`src/rtl/hbd_pkg.sv`:
```
`timescale 1ns/1ps
package hbd_pkg;
   typedef enum logic [1:0] {
      BM_OFF_LO = 2'b00,
      BM_PHEN   = 2'b01,
      BM_PWM    = 2'b10,
      BM_OFF_HI = 2'b11
   } bridge_mode_e;

   // Requested state of one bridge: gate wishes per half-bridge
   typedef struct packed {
      logic [1:0] hi;
      logic [1:0] lo;
   } bridge_req_t;
endpackage

```
`src/rtl/hbd_sync.sv`:
```
`timescale 1ns/1ps
module hbd_sync #(
   parameter int WIDTH  = 4,
   parameter int STAGES = 2
) (
   input  logic             clk,
   input  logic             rst_n,
   input  logic [WIDTH-1:0] d_async,
   output logic [WIDTH-1:0] q_sync
);
   if (STAGES < 2) begin : g_bad_stages
      $error("hbd_sync: STAGES must be at least 2");
   end

   logic [WIDTH-1:0] chain [STAGES];

   for (genvar s = 0; s < STAGES; s++) begin : g_stage
      always_ff @(posedge clk or negedge rst_n) begin
         if (!rst_n) begin
            chain[s] <= '0;
         end else if (s == 0) begin
            chain[s] <= d_async;
         end else begin
            chain[s] <= chain[(s == 0) ? 0 : s-1];
         end
      end
   end

   assign q_sync = chain[STAGES-1];
endmodule

```
`src/rtl/hbd_bridge_decode.sv`:
```
`timescale 1ns/1ps
module hbd_bridge_decode
   import hbd_pkg::*;
(
   input  logic [1:0]  mode,
   input  logic        cmd_a,   // enable / first PWM input
   input  logic        cmd_b,   // phase  / second PWM input
   input  logic        fw_high,
   input  logic        hiz,
   output bridge_req_t req
);
   bridge_mode_e mode_e;
   bridge_req_t  fwd_req, rev_req, fw_req;

   assign mode_e = bridge_mode_e'(mode);

   always_comb begin
      fwd_req = '{hi: 2'b01, lo: 2'b10};
      rev_req = '{hi: 2'b10, lo: 2'b01};
      fw_req  = fw_high ? '{hi: 2'b11, lo: 2'b00} : '{hi: 2'b00, lo: 2'b11};
   end

   always_comb begin
      req = '0;
      if (!hiz) begin
         unique case (mode_e)
            BM_PHEN: begin
               if (!cmd_a)     req = fw_req;
               else if (cmd_b) req = fwd_req;
               else            req = rev_req;
            end
            BM_PWM: begin
               unique case ({cmd_a, cmd_b})
                  2'b00:   req = '0;
                  2'b01:   req = rev_req;
                  2'b10:   req = fwd_req;
                  default: req = fw_req;
               endcase
            end
            default: req = '0;
         endcase
      end
   end
endmodule

```
`src/rtl/hbd_deadtime.sv`:
```
`timescale 1ns/1ps
module hbd_deadtime #(
   parameter int DT_W = 8
) (
   input  logic            clk,
   input  logic            rst_n,
   input  logic            force_off,
   input  logic            want_hi,
   input  logic            want_lo,
   input  logic [DT_W-1:0] dead_cycles,
   output logic            gate_hi,
   output logic            gate_lo
);
   localparam logic [DT_W-1:0] CNT_MAX = {DT_W{1'b1}};

   logic            gh_q, gl_q, gh_nx, gl_nx, gap_ok;
   logic [DT_W-1:0] idle_cnt, idle_nx;

   always_comb begin
      gap_ok = (idle_cnt >= dead_cycles);
      gh_nx  = 1'b0;
      gl_nx  = 1'b0;
      if (!force_off) begin
         if (want_hi && !want_lo)      gh_nx = gh_q | (!gl_q && gap_ok);
         else if (want_lo && !want_hi) gl_nx = gl_q | (!gh_q && gap_ok);
      end
      if (gh_q || gl_q)          idle_nx = '0;
      else if (idle_cnt == CNT_MAX) idle_nx = idle_cnt;
      else                       idle_nx = idle_cnt + 1'b1;
   end

   always_ff @(posedge clk or negedge rst_n) begin
      if (!rst_n) begin
         gh_q     <= 1'b0;
         gl_q     <= 1'b0;
         idle_cnt <= '0;
      end else begin
         gh_q     <= gh_nx;
         gl_q     <= gl_nx;
         idle_cnt <= idle_nx;
      end
   end

   assign gate_hi = gh_q;
   assign gate_lo = gl_q;

   assert_no_shoot_through_R7: assert property (@(posedge clk) disable iff (!rst_n)
      !(gh_q && gl_q));
   assert_hi_after_lo_off_R7: assert property (@(posedge clk) disable iff (!rst_n)
      $rose(gh_q) |-> $past(!gl_q));
   assert_lo_after_hi_off_R7: assert property (@(posedge clk) disable iff (!rst_n)
      $rose(gl_q) |-> $past(!gh_q));
   assert_force_off_R8: assert property (@(posedge clk) disable iff (!rst_n)
      force_off |=> (!gh_q && !gl_q));
endmodule

```
`src/rtl/hbd_gate_decoder.sv`:
```
`timescale 1ns/1ps
module hbd_gate_decoder
   import hbd_pkg::*;
#(
   parameter int NUM_BRIDGES = 2,
   parameter int DT_W        = 8,
   parameter int SYNC_STAGES = 2,
   localparam int NCMD       = 2 * NUM_BRIDGES,
   localparam int NHALF      = 2 * NUM_BRIDGES
) (
   input  logic             clk,
   input  logic             rst_n,
   input  logic             global_off,
   input  logic [NCMD-1:0]  pin_cmd,
   input  logic [NCMD-1:0]  reg_cmd,
   input  logic [NCMD-1:0]  src_sel,
   input  logic [NCMD-1:0]  bridge_mode,
   input  logic [NUM_BRIDGES-1:0] fw_high,
   input  logic [NUM_BRIDGES-1:0] hiz,
   input  logic [DT_W-1:0]  dead_cycles,
   output logic [NHALF-1:0] gate_hi,
   output logic [NHALF-1:0] gate_lo
);
   if (NUM_BRIDGES < 1) begin : g_bad_bridges
      $error("hbd_gate_decoder: NUM_BRIDGES must be at least 1");
   end
   if (DT_W < 1 || DT_W > 16) begin : g_bad_dtw
      $error("hbd_gate_decoder: DT_W must be 1..16");
   end

   logic [NCMD-1:0] pin_sync, cmd_sel;

   hbd_sync #(.WIDTH(NCMD), .STAGES(SYNC_STAGES)) u_sync (
      .clk    (clk),
      .rst_n  (rst_n),
      .d_async(pin_cmd),
      .q_sync (pin_sync)
   );

   assign cmd_sel = (src_sel & reg_cmd) | (~src_sel & pin_sync);

   for (genvar b = 0; b < NUM_BRIDGES; b++) begin : g_bridge
      bridge_req_t req;

      hbd_bridge_decode u_dec (
         .mode   (bridge_mode[2*b +: 2]),
         .cmd_a  (cmd_sel[2*b]),
         .cmd_b  (cmd_sel[2*b+1]),
         .fw_high(fw_high[b]),
         .hiz    (hiz[b]),
         .req    (req)
      );

      for (genvar h = 0; h < 2; h++) begin : g_half
         hbd_deadtime #(.DT_W(DT_W)) u_dt (
            .clk        (clk),
            .rst_n      (rst_n),
            .force_off  (global_off),
            .want_hi    (req.hi[h]),
            .want_lo    (req.lo[h]),
            .dead_cycles(dead_cycles),
            .gate_hi    (gate_hi[2*b+h]),
            .gate_lo    (gate_lo[2*b+h])
         );
      end

      assert_hiz_gates_low_R4: assert property (@(posedge clk) disable iff (!rst_n)
         hiz[b] |=> (gate_hi[2*b +: 2] == 2'b00 && gate_lo[2*b +: 2] == 2'b00));
      assert_off_mode_gates_low_R5: assert property (@(posedge clk) disable iff (!rst_n)
         (bridge_mode[2*b] == bridge_mode[2*b+1])
            |=> (gate_hi[2*b +: 2] == 2'b00 && gate_lo[2*b +: 2] == 2'b00));
   end
endmodule

```
`config.mk`:
```
export PLATFORM = sky130hd
export DESIGN_NAME = hbd_gate_decoder
export DESIGN_NICKNAME = d
export VERILOG_FILES = /design/src/rtl/hbd_pkg.sv /design/src/rtl/hbd_sync.sv /design/src/rtl/hbd_bridge_decode.sv /design/src/rtl/hbd_deadtime.sv /design/src/rtl/hbd_gate_decoder.sv
export SDC_FILE = /design/constraint.sdc
export NUM_CORES = 1
export LEC_CHECK = 0
export ABC_AREA = 0
export BUFFER_PORTS_ARGS = -buffer_cell sky130_fd_sc_hd__buf_2
export CAP_MARGIN = 5
export CORE_ASPECT_RATIO = 0.9
export CORE_UTILIZATION = 25
export DETAILED_ROUTE_END_ITERATION = 16
export PLACE_DENSITY = 0.48
export SLEW_MARGIN = 20
export SYNTH_ARGS = -nofsm -noshare
export SYNTH_HDL_FRONTEND = slang
export SYNTH_SLANG_ARGS = --single-unit
```
`constraint.sdc`:
```
create_clock -name clk -period 2 [get_ports clk]
set_input_delay 0.3 -clock clk [delete_from_list [all_inputs] [get_ports clk]]
set_output_delay 0.3 -clock clk [all_outputs]
set_load 0.005 [all_outputs]
```
* Word level (Yosys, flattened, before mapping)
Index checks and enable logic that the tools add are counted.
Storage, ports and cells: register bits after elaboration 48, input port bits 31, output and inout bits 8, word-level logic and storage cells 128
Operators by class: $add $sub $neg 4, $lt $le $gt $ge 4, equal/unequal tests 16, multiplexer cells 40, bitwise logic cells 12, reduce and logical (&&, ||, !) cells 38
Operators by type and width (count):
- $mux 8 | 8
- $add 8x1->8 const B | 4
- $eq 8x8->1 const B | 4
- $ge 8x8->1 | 4
- $mux 4 | 8
- $pmux 4 s3 | 2
- $mux 1 | 20
- $logic_and 1x1->1 | 16
- $logic_not 1->1 | 16
- $pmux 4 s2 | 2
- $and 4x4->4 | 2
- $eq 2x1->1 const B | 4
- $eq 2x2->1 const B | 4
- $ne 2x1->1 const B | 4
- $or 1x1->1 | 8
- $logic_not 2->1 | 2
- $logic_or 1x1->1 | 4
- $not 4->4 | 1
- $or 4x4->4 | 1

* Longest topological paths before layout
Gate-level depths: netlist (run 1).
depth after elaboration 12, gate-level depth with buffers 6, gate-level depth less buffers 6

* By module
Synthesis (run 1) repeated with hierarchy kept, for this count alone.
Second synthesis, totals: cells, all modules 378, area total of the unflattened synthesis 3343.2 µm²
Modules (own cells, without submodules):
- hbd_deadtime | times used 4, cells each 79, area each 685.7 µm², seq. area each 250.2 µm²
- hbd_bridge_decode | times used 2, cells each 23, area each 155.1 µm², seq. area each 0.0 µm²
- hbd_sync | times used 1, cells each 12, area each 230.2 µm², seq. area each 200.2 µm²
- hbd_gate_decoder | times used 1, cells each 4, area each 60.1 µm², seq. area each 0.0 µm²

* Worst setup path before layout (run 1)
OpenSTA, ideal clock, no wires.
kind register -> register, start point reg g_bridge[1].g_half[0].u_dt.idle_cnt[0], end point reg g_bridge[1].g_half[0].u_dt.gh_q, setup time 0.128 ns, arrival time 1.528 ns, required time 1.872 ns, path slack 0.344 ns, stages on the path, launching flop included 7, path buffers 0, clock period less this slack 1.656 ns, path through dfrtp_1 > inv_1 > ha_1 > nand2b_1 > a2111o_1 > a311oi_1 > nor3_1
Between the ends: cells in the longest elaborated chain, start to end 5
Ends and longest elaborated chain:
- start, declared | line hbd_deadtime.sv:17 | logic [DT_W-1:0] idle_cnt, idle_nx;
- start signal, assigned | line hbd_deadtime.sv:40 | idle_cnt <= idle_nx;
- $ge 8x8->1 | line hbd_deadtime.sv:20 | gap_ok = (idle_cnt >= dead_cycles);
- $logic_and 1x1->1 | line hbd_deadtime.sv:24 | if (want_hi && !want_lo) gh_nx = gh_q | (!gl_q && gap_ok);
- $or 1x1->1 | line hbd_deadtime.sv:24
- $mux 1 | line hbd_deadtime.sv:24
- $mux 1 | line hbd_deadtime.sv:23 | if (!force_off) begin
- via g_bridge[1].g_half[0].u_dt.gh_nx | line hbd_deadtime.sv:16 | logic gh_q, gl_q, gh_nx, gl_nx, gap_ok;
- end signal, assigned | line hbd_deadtime.sv:38 | gh_q <= gh_nx;
- end, declared | line hbd_deadtime.sv:16
The timed path passes the listed nets, and every way through them passes these cells. A chain may end at the register's enable or synchronous reset.

* Worst setup path after layout (run 1)
start point reg g_bridge[0].g_half[1].u_dt.idle_cnt[0], end point reg g_bridge[0].g_half[1].u_dt.gh_q
Between the ends: cells in the longest elaborated chain, start to end 5
Ends and longest elaborated chain (line):
- start, declared | hbd_deadtime.sv:17
- start signal, assigned | hbd_deadtime.sv:40
- $ge 8x8->1 | hbd_deadtime.sv:20
- $logic_and 1x1->1 | hbd_deadtime.sv:24
- $or 1x1->1 | hbd_deadtime.sv:24
- $mux 1 | hbd_deadtime.sv:24
- $mux 1 | hbd_deadtime.sv:23
- via g_bridge[0].g_half[1].u_dt.gh_nx | hbd_deadtime.sv:16
- end signal, assigned | hbd_deadtime.sv:38
- end, declared | hbd_deadtime.sv:16
The timed path passes the listed nets, and every way through them passes these cells.

==> results of run 1 <==
[through the flow]
step / instances / total power [mW] / util, % / hold slack [ns] / setup WS, ns
finish: 548 / 4.43 / 29.8 / 0.112 / 0.170
global route: 548 / 4.87 / 29.8 / 0.107 / 0.0306
CTS: 548 / 4.48 / 29.8 / 0.107 / 0.141
detailed placement: 540 / 3.50 / 28.6 / 0.335 / 0.133
global placement: 540 / 3.44 / 28.6 / 0.332 / 0.197
floorplan: 345 / 3.01 / - / 0.00441 / 0.344
[worst min path at each step]
| stage | startpoint | end | slack (ns) | depth (start not counted) |
|---|---|---|---|---|
| floorplan | rst_n | g_bridge[0].g_half[0].u_dt.gate_hi | 0.004 | 0 |
| global placement | u_sync.chain[4] | u_sync.q_sync[0] | 0.33 | 0 |
| detailed placement | u_sync.chain[4] | u_sync.q_sync[0] | 0.33 | 0 |
| CTS | pin_cmd[0] | u_sync.chain[4] | 0.11 | 1 |
| global route | pin_cmd[0] | u_sync.chain[4] | 0.11 | 1 |
| finish | rst_n | g_bridge[0].g_half[1].u_dt.idle_cnt[5] | 0.11 | 2 |
[cells in the final DEF, fill, tap and decap left out, types with 9 or more instances in the layout]
cell type  synthesis  routed
nand2_1           24      24
nand3_1           10      10
a21oi_1           11      11
dfrtp_1           48      48
nor2_1            28      28
inv_1             28      28
buf_2              0      38
mux2i_1            9       9
nand2b_1          15      15
ha_1              40      40
o21ai_0           20      20
a31oi_1           12      12
nor3_1            16      16
[per-layer routing]
metal | track usage [%] | vias to the layer above | part of all wire (%)
li1 | - | 1339 | -
met1 | 17.3 | 1229 | 53
met2 | 18.5 | 44 | 43
met3 | 1.44 | 8 | 3.1
met4 | 3.37 | 0 | 1.1
met5 | 0 | - | 0
[power groups by stage]
| stage | Sequential [mW] | Clock [mW] | Combinational (mW) |
|---|---|---|---|
| after detailed placement | 1.76 | 0 | 1.74 |
| final | 1.75 | 0.951 | 1.73 |
| after global placement | 1.76 | 0 | 1.68 |
| after floorplan | 1.62 | 0 | 1.39 |
| after CTS | 1.75 | 0.987 | 1.75 |
| after global routing | 1.82 | 1.02 | 2.03 |
[worst max-delay path, cell delays in order, from the launching register on]
cell      delay, ns
dfrtp_1        0.40
inv_1          0.06
ha_1           0.26
nand2b_1       0.14
a2111o_1       0.43
a311oi_1       0.33
nor3_1         0.09
[layout make-up]
class	instances	area (µm²)
Fill cell	1351	8970
Multi-Input combinational cell	261	1940
Sequential cell	48	1200
Tap cell	164	205
Timing Repair Buffer	39	198
Clock buffer	6	129
Inverter	28	105
Clock inverter	2	35.0
[state kept, by name, summed over array words and instances, names as in the netlist]
signal                         flops
g_bridge.g_half.u_dt.idle_cnt     32
g_bridge.g_half.u_dt.gate_hi       4
g_bridge.g_half.u_dt.gate_lo       4
u_sync.chain                       4
u_sync.q_sync                      4
[cell families (layout without fill, tap and decap cells)]
group                    count (synthesis)  count (layout)  synth area share (%)
flip-flops                              48              48                  36.3
buffers and inverters                   36              75                  4.99
AND/OR/NAND/NOR                        116             116                  17.8
adder cells (fa/ha/maj)                 40              40                  15.1
XOR/XNOR                                11              11                  2.91
AO/OA/AOI/OAI                           81              81                  18.4
multiplexers                            13              13                  4.54
==> out/metrics.csv, run 1 <==
stage;metric;value;unit
critical_path;Worst Path Required;2.17;ns
logic_synthesis;top area cells in the synthesized netlist;dfrtp_1 36%, ha_1 15%, a2111oi_4 3.3%;
sta;total negative slack;0;ns
power_and_ir_drop;internal power;2.71;mW
logic_synthesis;Syn Inst Count;345;
placed_design;Area after DPL;0.00365;mm²
route;First-pass DRT Iterations;4;
critical_path;Crit. End Element;flop;
logic_synthesis;Yosys warnings;0;
finish;layout cells sized above 1;15.9;%
power_and_ir_drop;P per Cell Area;1160;mW/mm²
power_and_ir_drop;Leak Pwr;1.76;nW
clock_tree;postcts setup bufs;0;
grt;grt total ovfl;0;
logic_synthesis;EDFF count, synth;0;
placed_design;HPWL after DPL;5970;µm
hold_path;hold crit path type;in -> async;
logic_synthesis;most numerous cell in the Yosys netlist;dfrtp_1;
route;Vias/cell;4.78;
finish;nets;454;
placed_design;input/output buffers;38;
power_and_ir_drop;Net Sw Power;1.72;mW
clock_tree;CTS Buf Count;5;
finish;fin area;0.00382;mm²
outcome;status;finished clean;
critical_path;reg2reg path depth;6;
logic_synthesis;mean post-synth cell area;9.59;µm²
logic_synthesis;Yosys top cell by area;dfrtp_1;
sta;Final Hold Fails;0;
logic_synthesis;synthesized cell area;0.00331;mm²
critical_path;FF-to-FF End;g_bridge[0].g_half[1].u_dt.gate_hi;
clock_tree;CTS tree;done;
power_and_ir_drop;Max VDD drop;320;µV
clock_tree;clock slew at reported path FFs;0.07;ns
sta;min Tclk post-route;1.83;ns
sta;Final Max Slew Viols;0;
floorplanning;top-level I/O count;39;
sta;clk_skew;0.00749;ns
grt;vias in the first global route;2544;
route;routed vias;2620;
logic_synthesis;Synthesized Nets;416;
clock_tree;H-tree levels;2;
logic_synthesis;Seq/Total Area, Yosys;36.3;%
logic_synthesis;Post-synth top cells;48 x dfrtp_1, 40 x ha_1, 28 x inv_1, 28 x nor2_1, 24 x nand2_1;
finish;Antenna diodes;0;
sta;max_slew headroom;58.6;%
route;wire length per cell;14.1;µm
clock_tree;hold_buf cts;0;
clock_tree;clk sinks;48;
finish;Area growth syn-to-layout;15.3;%
critical_path;worst reg2reg setup slack;0.17;ns
sta;Final Cycle Share;91.5;%
floorplanning;full die area;0.0137;mm²
logic_synthesis;Synth async-reset ratio;100;%
critical_path;Setup crit start;g_bridge[0].g_half[1].u_dt.idle_cnt[0];
floorplanning;placement row count;39;
critical_path;worst setup path end;g_bridge[0].g_half[1].u_dt.gate_hi;
floorplanning;Die X;123;µm
clock_tree;post-cts resize count;0;
critical_path;Worst Path Max Fanout;4;
clock_tree;Clock Latency Late Sink;0.29;ns
grt;initial antenna violation count;0;
power_and_ir_drop;Comb pwr share;39.0;%
grt;gr usage total;12.0;%
floorplanning;Initial Utilization;25.9;%
floorplanning;die height;111;µm
logic_synthesis;ys flop type;dfrtp_1;
logic_synthesis;post-synth cell types;33;
route;Post-route DRC;0;
power_and_ir_drop;sequential power share;39.5;%
sta;RSZ-0062 raised after global routing;no;
placed_design;Final GP Congestion;0.778;
clock_tree;Root Driver;clkbuf_16;
sta;Max Fclk;547;MHz
power_and_ir_drop;Switching Fraction;38.9;%
grt;first-pass GRT wire length;12900;µm
critical_path;arrival time worst endpoint;2.00;ns
power_and_ir_drop;Clk network pwr share;21.5;%
critical_path;Worst R2R Start;g_bridge[0].g_half[1].u_dt.idle_cnt[0];
route;antenna-violating nets left;0;
sta;Slew @ Worst Pin;0.622;ns
critical_path;startpoint types;flop;
sta;final setup vio count;0;
floorplanning;Core ar.;0.0128;mm²
clock_tree;Max Buffers Root-to-Sink;2;
grt;largest net degree at the start of global routing;49;
flow_run;max-capacitance violation count;0;
logic_synthesis;Seq cells post-synth;48;
route;drt initial violations;162;
logic_synthesis;Yosys top cell area share;36.3;%
route;Routed WL;7720;µm
critical_path;WS Path Type;reg -> reg;
Power figures use the tool's default switching activity.
==> run 2, diff against run 1 <==
Settings changed: REMOVE_ABC_BUFFERS from default to 1, SYNTH_HIERARCHICAL from default to 1.
==> out/metrics.csv, run 2 <==
stage;metric;value;unit
critical_path;Setup crit start;g_bridge[1].g_half[0].u_dt/idle_cnt[2];
clock_tree;clk sinks;48;
sta;min Tclk post-route;1.81;ns
grt;met2 Use GR;18.6;%
hold_path;hold crit path type;in -> reg;
grt;gr usage total;12.3;%
logic_synthesis;Syn Inst Count;378;
sta;Final Hold Fails;0;
grt;vias in the first global route;2714;
clock_tree;Max Buffers Root-to-Sink;2;
logic_synthesis;Yosys warnings;6;
critical_path;Worst Path Required;2.16;ns
finish;Area growth syn-to-layout;15.8;%
placed_design;pre-CTS WS;0.169;ns
power_and_ir_drop;Max VDD drop;404;µV
grt;first-pass GRT wire length;13100;µm
finish;fillers;1378;
grt;grt total ovfl;0;
floorplanning;Die X;124;µm
sta;clk_skew;0.00327;ns
sta;max_slew headroom;65.5;%
logic_synthesis;adder-cell share of the synthesized area;15.0;%
placed_design;Area after DPL;0.00373;mm²
grt;GR Util met3;2.82;%
power_and_ir_drop;Leak Pwr;1.82;nW
logic_synthesis;combinational family with the most area after synthesis;simple AND/OR/NAND/NOR gates;
finish;layout cells sized above 1;14.0;%
sta;total negative slack;0;ns
finish;Antenna diodes;0;
placed_design;input/output buffers;38;
floorplanning;Initial Utilization;26.0;%
hold_path;min-delay src;pin_cmd[2];
grt;GR peak layer;met2;
logic_synthesis;mux contribution to synthesized area;3.37;%
finish;fin area;0.00387;mm²
logic_synthesis;Post-Synth Simple-Gate Area;22.2;%
sta;final setup margin;0.194;ns
clock_tree;clock slew at reported path FFs;0.06;ns
sta;RSZ-0062 raised after global routing;no;
finish;Post-Layout Cell Count;585;
logic_synthesis;Yosys top cell area share;35.9;%
grt;initial antenna violation count;0;
flow_run;max-capacitance violation count;0;
placed_design;dpl cells;577;
critical_path;Crit. End Element;flop;
logic_synthesis;Post-Synth XOR/XNOR Area;2.10;%
finish;nets;492;
placed_design;HPWL after DPL;6200;µm
sta;Max Fclk;554;MHz
power_and_ir_drop;P per Cell Area;1140;mW/mm²
clock_tree;postcts setup bufs;0;
floorplanning;placement row count;39;
route;drt initial violations;102;
floorplanning;Core ar.;0.0129;mm²
clock_tree;H-tree levels;2;
logic_synthesis;synthesized cell area;0.00334;mm²
logic_synthesis;Post-synth top cells;50 x nor2_1, 48 x dfrtp_1, 44 x inv_1;
logic_synthesis;Seq/Total Area, Yosys;35.9;%
sta;Slew @ Worst Pin;0.517;ns
clock_tree;CTS tree;done;
route;Vias/cell;4.70;
clock_tree;Clock Latency Late Sink;0.29;ns
finish;most frequent cells in the layout;50 x nor2_1, 48 x dfrtp_1, 44 x inv_1;
logic_synthesis;ys flop type;dfrtp_1;
route;Routed WL;7840;µm
logic_synthesis;Compound-Gate Fraction of Synth Area;15.6;%
logic_synthesis;mean post-synth cell area;8.84;µm²
critical_path;WS Path Type;reg -> reg;
power_and_ir_drop;PnR Total Power;4.41;mW
sta;Final Cycle Share;90.3;%
logic_synthesis;Yosys top cell by area;dfrtp_1;
outcome;status;finished clean;
route;Post-route DRC;0;
logic_synthesis;post-synth cell types;32;
logic_synthesis;most numerous cell in the Yosys netlist;nor2_1;
logic_synthesis;EDFF count, synth;0;
finish;final core occ;30.1;%
route;First-pass DRT Iterations;4;
floorplanning;die height;112;µm
clock_tree;CTS Buf Count;5;
clock_tree;post-cts resize count;0;
logic_synthesis;Seq cells post-synth;48;
finish;Largest register FFs;32;
finish;commonest non-fill, non-tap cell in the layout;nor2_1;
finish;most flop-heavy register;g_bridge.g_half.u_dt/idle_cnt;
logic_synthesis;Synth async-reset ratio;100;%
floorplanning;top-level I/O count;39;
logic_synthesis;top area cells in the synthesized netlist;dfrtp_1 36%, ha_1 15%, nor2_1 5.6%;
grt;met1 usage;17.3;%
clock_tree;Root Driver;clkbuf_16;
critical_path;Worst Path Max Fanout;7;
floorplanning;full die area;0.0138;mm²
critical_path;Worst R2R Start;g_bridge[1].g_half[0].u_dt/idle_cnt[2];
route;routed vias;2750;
sta;final setup vio count;0;
grt;largest net degree at the start of global routing;29;
critical_path;arrival time worst endpoint;1.97;ns
sta;Final Max Slew Viols;0;
sta;hold slack;0.114;ns
critical_path;startpoint types;flop;
route;antenna-violating nets left;0;
placed_design;Final GP Congestion;0.797;
route;wire length per cell;13.4;µm
## run 2: changes by cell type after synthesis, sizes merged, moves of 7 or more
cell,delta
nand4,+9
a311oi,-8
nor3,-12
inv,+16
mux2i,-9
nor2,+22
nand3,+8
or2,+7
and4,-8
## run 2: report_power, final
group	leakage (nW)	total (mW)	switching, mW	internal [mW]
logic	1.18	1.79	0.942	0.848
clock network	0.0667	0.817	0.362	0.455
registers	0.578	1.81	0.488	1.32
total	1.82	4.41	1.79	2.62
## run 2: logic make-up (layout without fill, tap and decap cells)
family / count (synthesis) / in the layout
buffers and inverters: 48 / 91
DFF: 48 / 48
xor gates and xnor gates: 8 / 8
and+or+nand+nor: 148 / 148
adders and majority gates: 40 / 40
muxes: 8 / 8
AOI/OAI and AO/OA: 78 / 78
## run 2: worst paths after layout
| path | to | slack, ns | cells past startpoint |
|---|---|---|---|
| max | g_bridge[1].g_half[0].u_dt/gate_hi | 0.19 | 5 |
| min | u_sync/chain[6] | 0.11 | 1 |
| max reg2reg | g_bridge[1].g_half[0].u_dt/gate_hi | 0.19 | 5 |
| min reg2reg | u_sync/q_sync[3] | 0.35 | 0 |
| max in group asynchronous | u_sync/q_sync[2] | 0.96 | 3 |
| min in group asynchronous | g_bridge[1].g_half[1].u_dt/idle_cnt[0] | 0.51 | 2 |
## run 2: final cells by class
cell class	count	area [µm²]	share of cell area, %
multi-input cells	282	1950	50.3
clock inverters	1	5.00	0.129
flip-flops and latches	48	1200	31.0
clock buffers	6	129	3.33
inverters	44	165	4.26
well taps	164	205	5.30
repair buffers	40	220	5.69
## run 2: critical path, stage by stage, from the launching register on
cell and delay [ns]:
dfrtp_1 0.45, ha_1 0.34, a211oi_2 0.21, o21ai_1 0.11
a2111oi_0 0.46, nor2_1 0.10
## run 2: repair_timing
item,CTS,global route
endpoints found under the hold margin,20,0
setup endpoints to repair,0,0
hold buffers,1,0
## run 2: layer usage
layer / part of all wire, % / routed length, µm
met1: 53 / 4170
met2: 42 / 3270
met3: 3.5 / 278
met4: 1.5 / 118
met5: 0 / 0
==> run 3, diff against run 2 <==
Settings changed: GPL_TIMING_DRIVEN from default to 0.
==> out/metrics.csv, run 3 (synthesis results as in run 2) <==
stage;metric;value;unit
placed_design;input/output buffers;38;
finish;layout cells sized above 1;14.3;%
sta;Max Fclk;549;MHz
clock_tree;CTS Buf Count;5;
floorplanning;Die X;124;µm
sta;RSZ-0062 raised after global routing;no;
critical_path;Crit. End Element;flop;
critical_path;CP max stage delay;0.48;ns
sta;max_slew headroom;57.7;%
route;routed vias;2769;
power_and_ir_drop;Leak Pwr;1.83;nW
hold_path;hold crit path type;in -> async;
clock_tree;Clock Latency Late Sink;0.29;ns
power_and_ir_drop;Max VDD drop;452;µV
grt;grt total ovfl;0;
grt;vias in the first global route;2644;
finish;most frequent cells in the layout;50 x nor2_1, 48 x dfrtp_1, 44 x inv_1;
finish;fillers;1376;
clock_tree;post-cts resize count;0;
critical_path;worst path cell trace;ha_1 > a211oi_2 > o21ai_1 > a2111oi_0 > nor2_1;
power_and_ir_drop;PnR Total Power;4.59;mW
finish;Antenna diodes;0;
clock_tree;Max Buffers Root-to-Sink;2;
floorplanning;full die area;0.0138;mm²
clock_tree;clk sinks;48;
route;Post-route DRC;0;
finish;most flop-heavy register;g_bridge.g_half.u_dt/idle_cnt;
floorplanning;Initial Utilization;26.0;%
clock_tree;CTS tree;done;
outcome;status;finished clean;
route;drt initial violations;110;
grt;first-pass GRT wire length;13000;µm
critical_path;startpoint types;flop;
sta;Final Max Slew Viols;0;
sta;min Tclk post-route;1.82;ns
critical_path;Worst Path Required;2.16;ns
floorplanning;Core ar.;0.0129;mm²
sta;total negative slack;0;ns
grt;initial antenna violation count;0;
floorplanning;top-level I/O count;39;
route;First-pass DRT Iterations;4;
critical_path;Critical-path top delay cell;a2111oi_0;
sta;Slew @ Worst Pin;0.634;ns
placed_design;Final GP Congestion;0.761;
clock_tree;clock slew at reported path FFs;0.07;ns
finish;Area growth syn-to-layout;16.1;%
grt;largest net degree at the start of global routing;49;
finish;Largest register FFs;32;
sta;Final Hold Fails;0;
sta;Final Cycle Share;91.1;%
route;Vias/cell;4.74;
placed_design;HPWL after DPL;6110;µm
route;antenna-violating nets left;0;
sta;final setup vio count;0;
power_and_ir_drop;P per Cell Area;1180;mW/mm²
clock_tree;hold_buf cts;0;
clock_tree;postcts setup bufs;0;
critical_path;arrival time worst endpoint;1.98;ns
floorplanning;die height;112;µm
critical_path;WS Path Type;reg -> reg;
grt;gr usage total;11.9;%
flow_run;max-capacitance violation count;0;
floorplanning;placement row count;39;
route;wire length per cell;13.5;µm
critical_path;Worst Path Max Fanout;7;
route;Routed WL;7890;µm
finish;commonest non-fill, non-tap cell in the layout;nor2_1;
finish;final core occ;30.1;%
clock_tree;H-tree levels;2;
clock_tree;Root Driver;clkbuf_16;
sta;clk_skew;0.00486;ns
finish;nets;490;
-- run 3: layout make-up --
type	count	area [µm²]	share of cell area [%]
Clock buffer	5	125	3.22
Clock inverter	3	42.5	1.10
Inverter	44	165	4.26
Multi-Input combinational cell	282	1950	50.2
Sequential cell	48	1200	31.0
Tap cell	164	205	5.29
Timing Repair Buffer	38	193	4.97
-- run 3: path summary, 6_finish.rpt --
kind                                                   startpoint                                     end  slack (ns)  depth (start not counted)
setup / recovery           g_bridge[0].g_half[1].u_dt/idle_cnt[2]      g_bridge[0].g_half[1].u_dt/gate_hi        0.18                          5
hold / removal                                              rst_n  g_bridge[0].g_half[0].u_dt/idle_cnt[3]        0.04                          1
setup reg to reg           g_bridge[0].g_half[1].u_dt/idle_cnt[2]      g_bridge[0].g_half[1].u_dt/gate_hi        0.18                          5
hold reg to reg                                   u_sync/chain[6]                        u_sync/q_sync[2]        0.35                          0
max in group asynchronous                                   rst_n  g_bridge[0].g_half[1].u_dt/idle_cnt[3]        1.54                          1
min in group clk                                       pin_cmd[1]                         u_sync/chain[5]        0.12                          1
-- run 3: through the flow --
stage | hold slack [ns] | setup slack, ns | cell area, µm² | instances
2_1_floorplan | 0.00441 | 0.420 | 3310 | 374
3_3_place_gp | 0.333 | 0.163 | 3710 | 576
3_5_place_dp | 0.342 | 0.130 | 3710 | 576
4_1_cts | 0.0665 | 0.156 | 3880 | 584
5_1_grt | 0.0887 | 0.0195 | 3880 | 584
6_report | 0.0414 | 0.177 | 3880 | 584
-- run 3: where the power goes --
group	switching (mW)	internal (mW)
Clock	0.365	0.588
Combinational	0.965	0.850
Sequential	0.499	1.32
-- run 3: routing by layer --
| metal | global-route usage (%) | vias to the layer above | share of wire [%] | wire (µm) |
|---|---|---|---|---|
| met4 | 1.43 | 0 | 0.37 | 29 |
| met5 | 0 | - | 0 | 0 |
| met3 | 2.46 | 2 | 3.9 | 307 |
| li1 | - | 1422 | - | - |
| met1 | 17.7 | 1294 | 54 | 4240 |
| met2 | 18.0 | 51 | 42 | 3320 |
-- run 3: worst max-delay path, delay by kind of cell, from the launching register on --
family	cells	cell delay [ns]
AOI/OAI and AO/OA	3	0.82
and+or+nand+nor	1	0.10
adders and majority gates	1	0.33
DFF	1	0.45
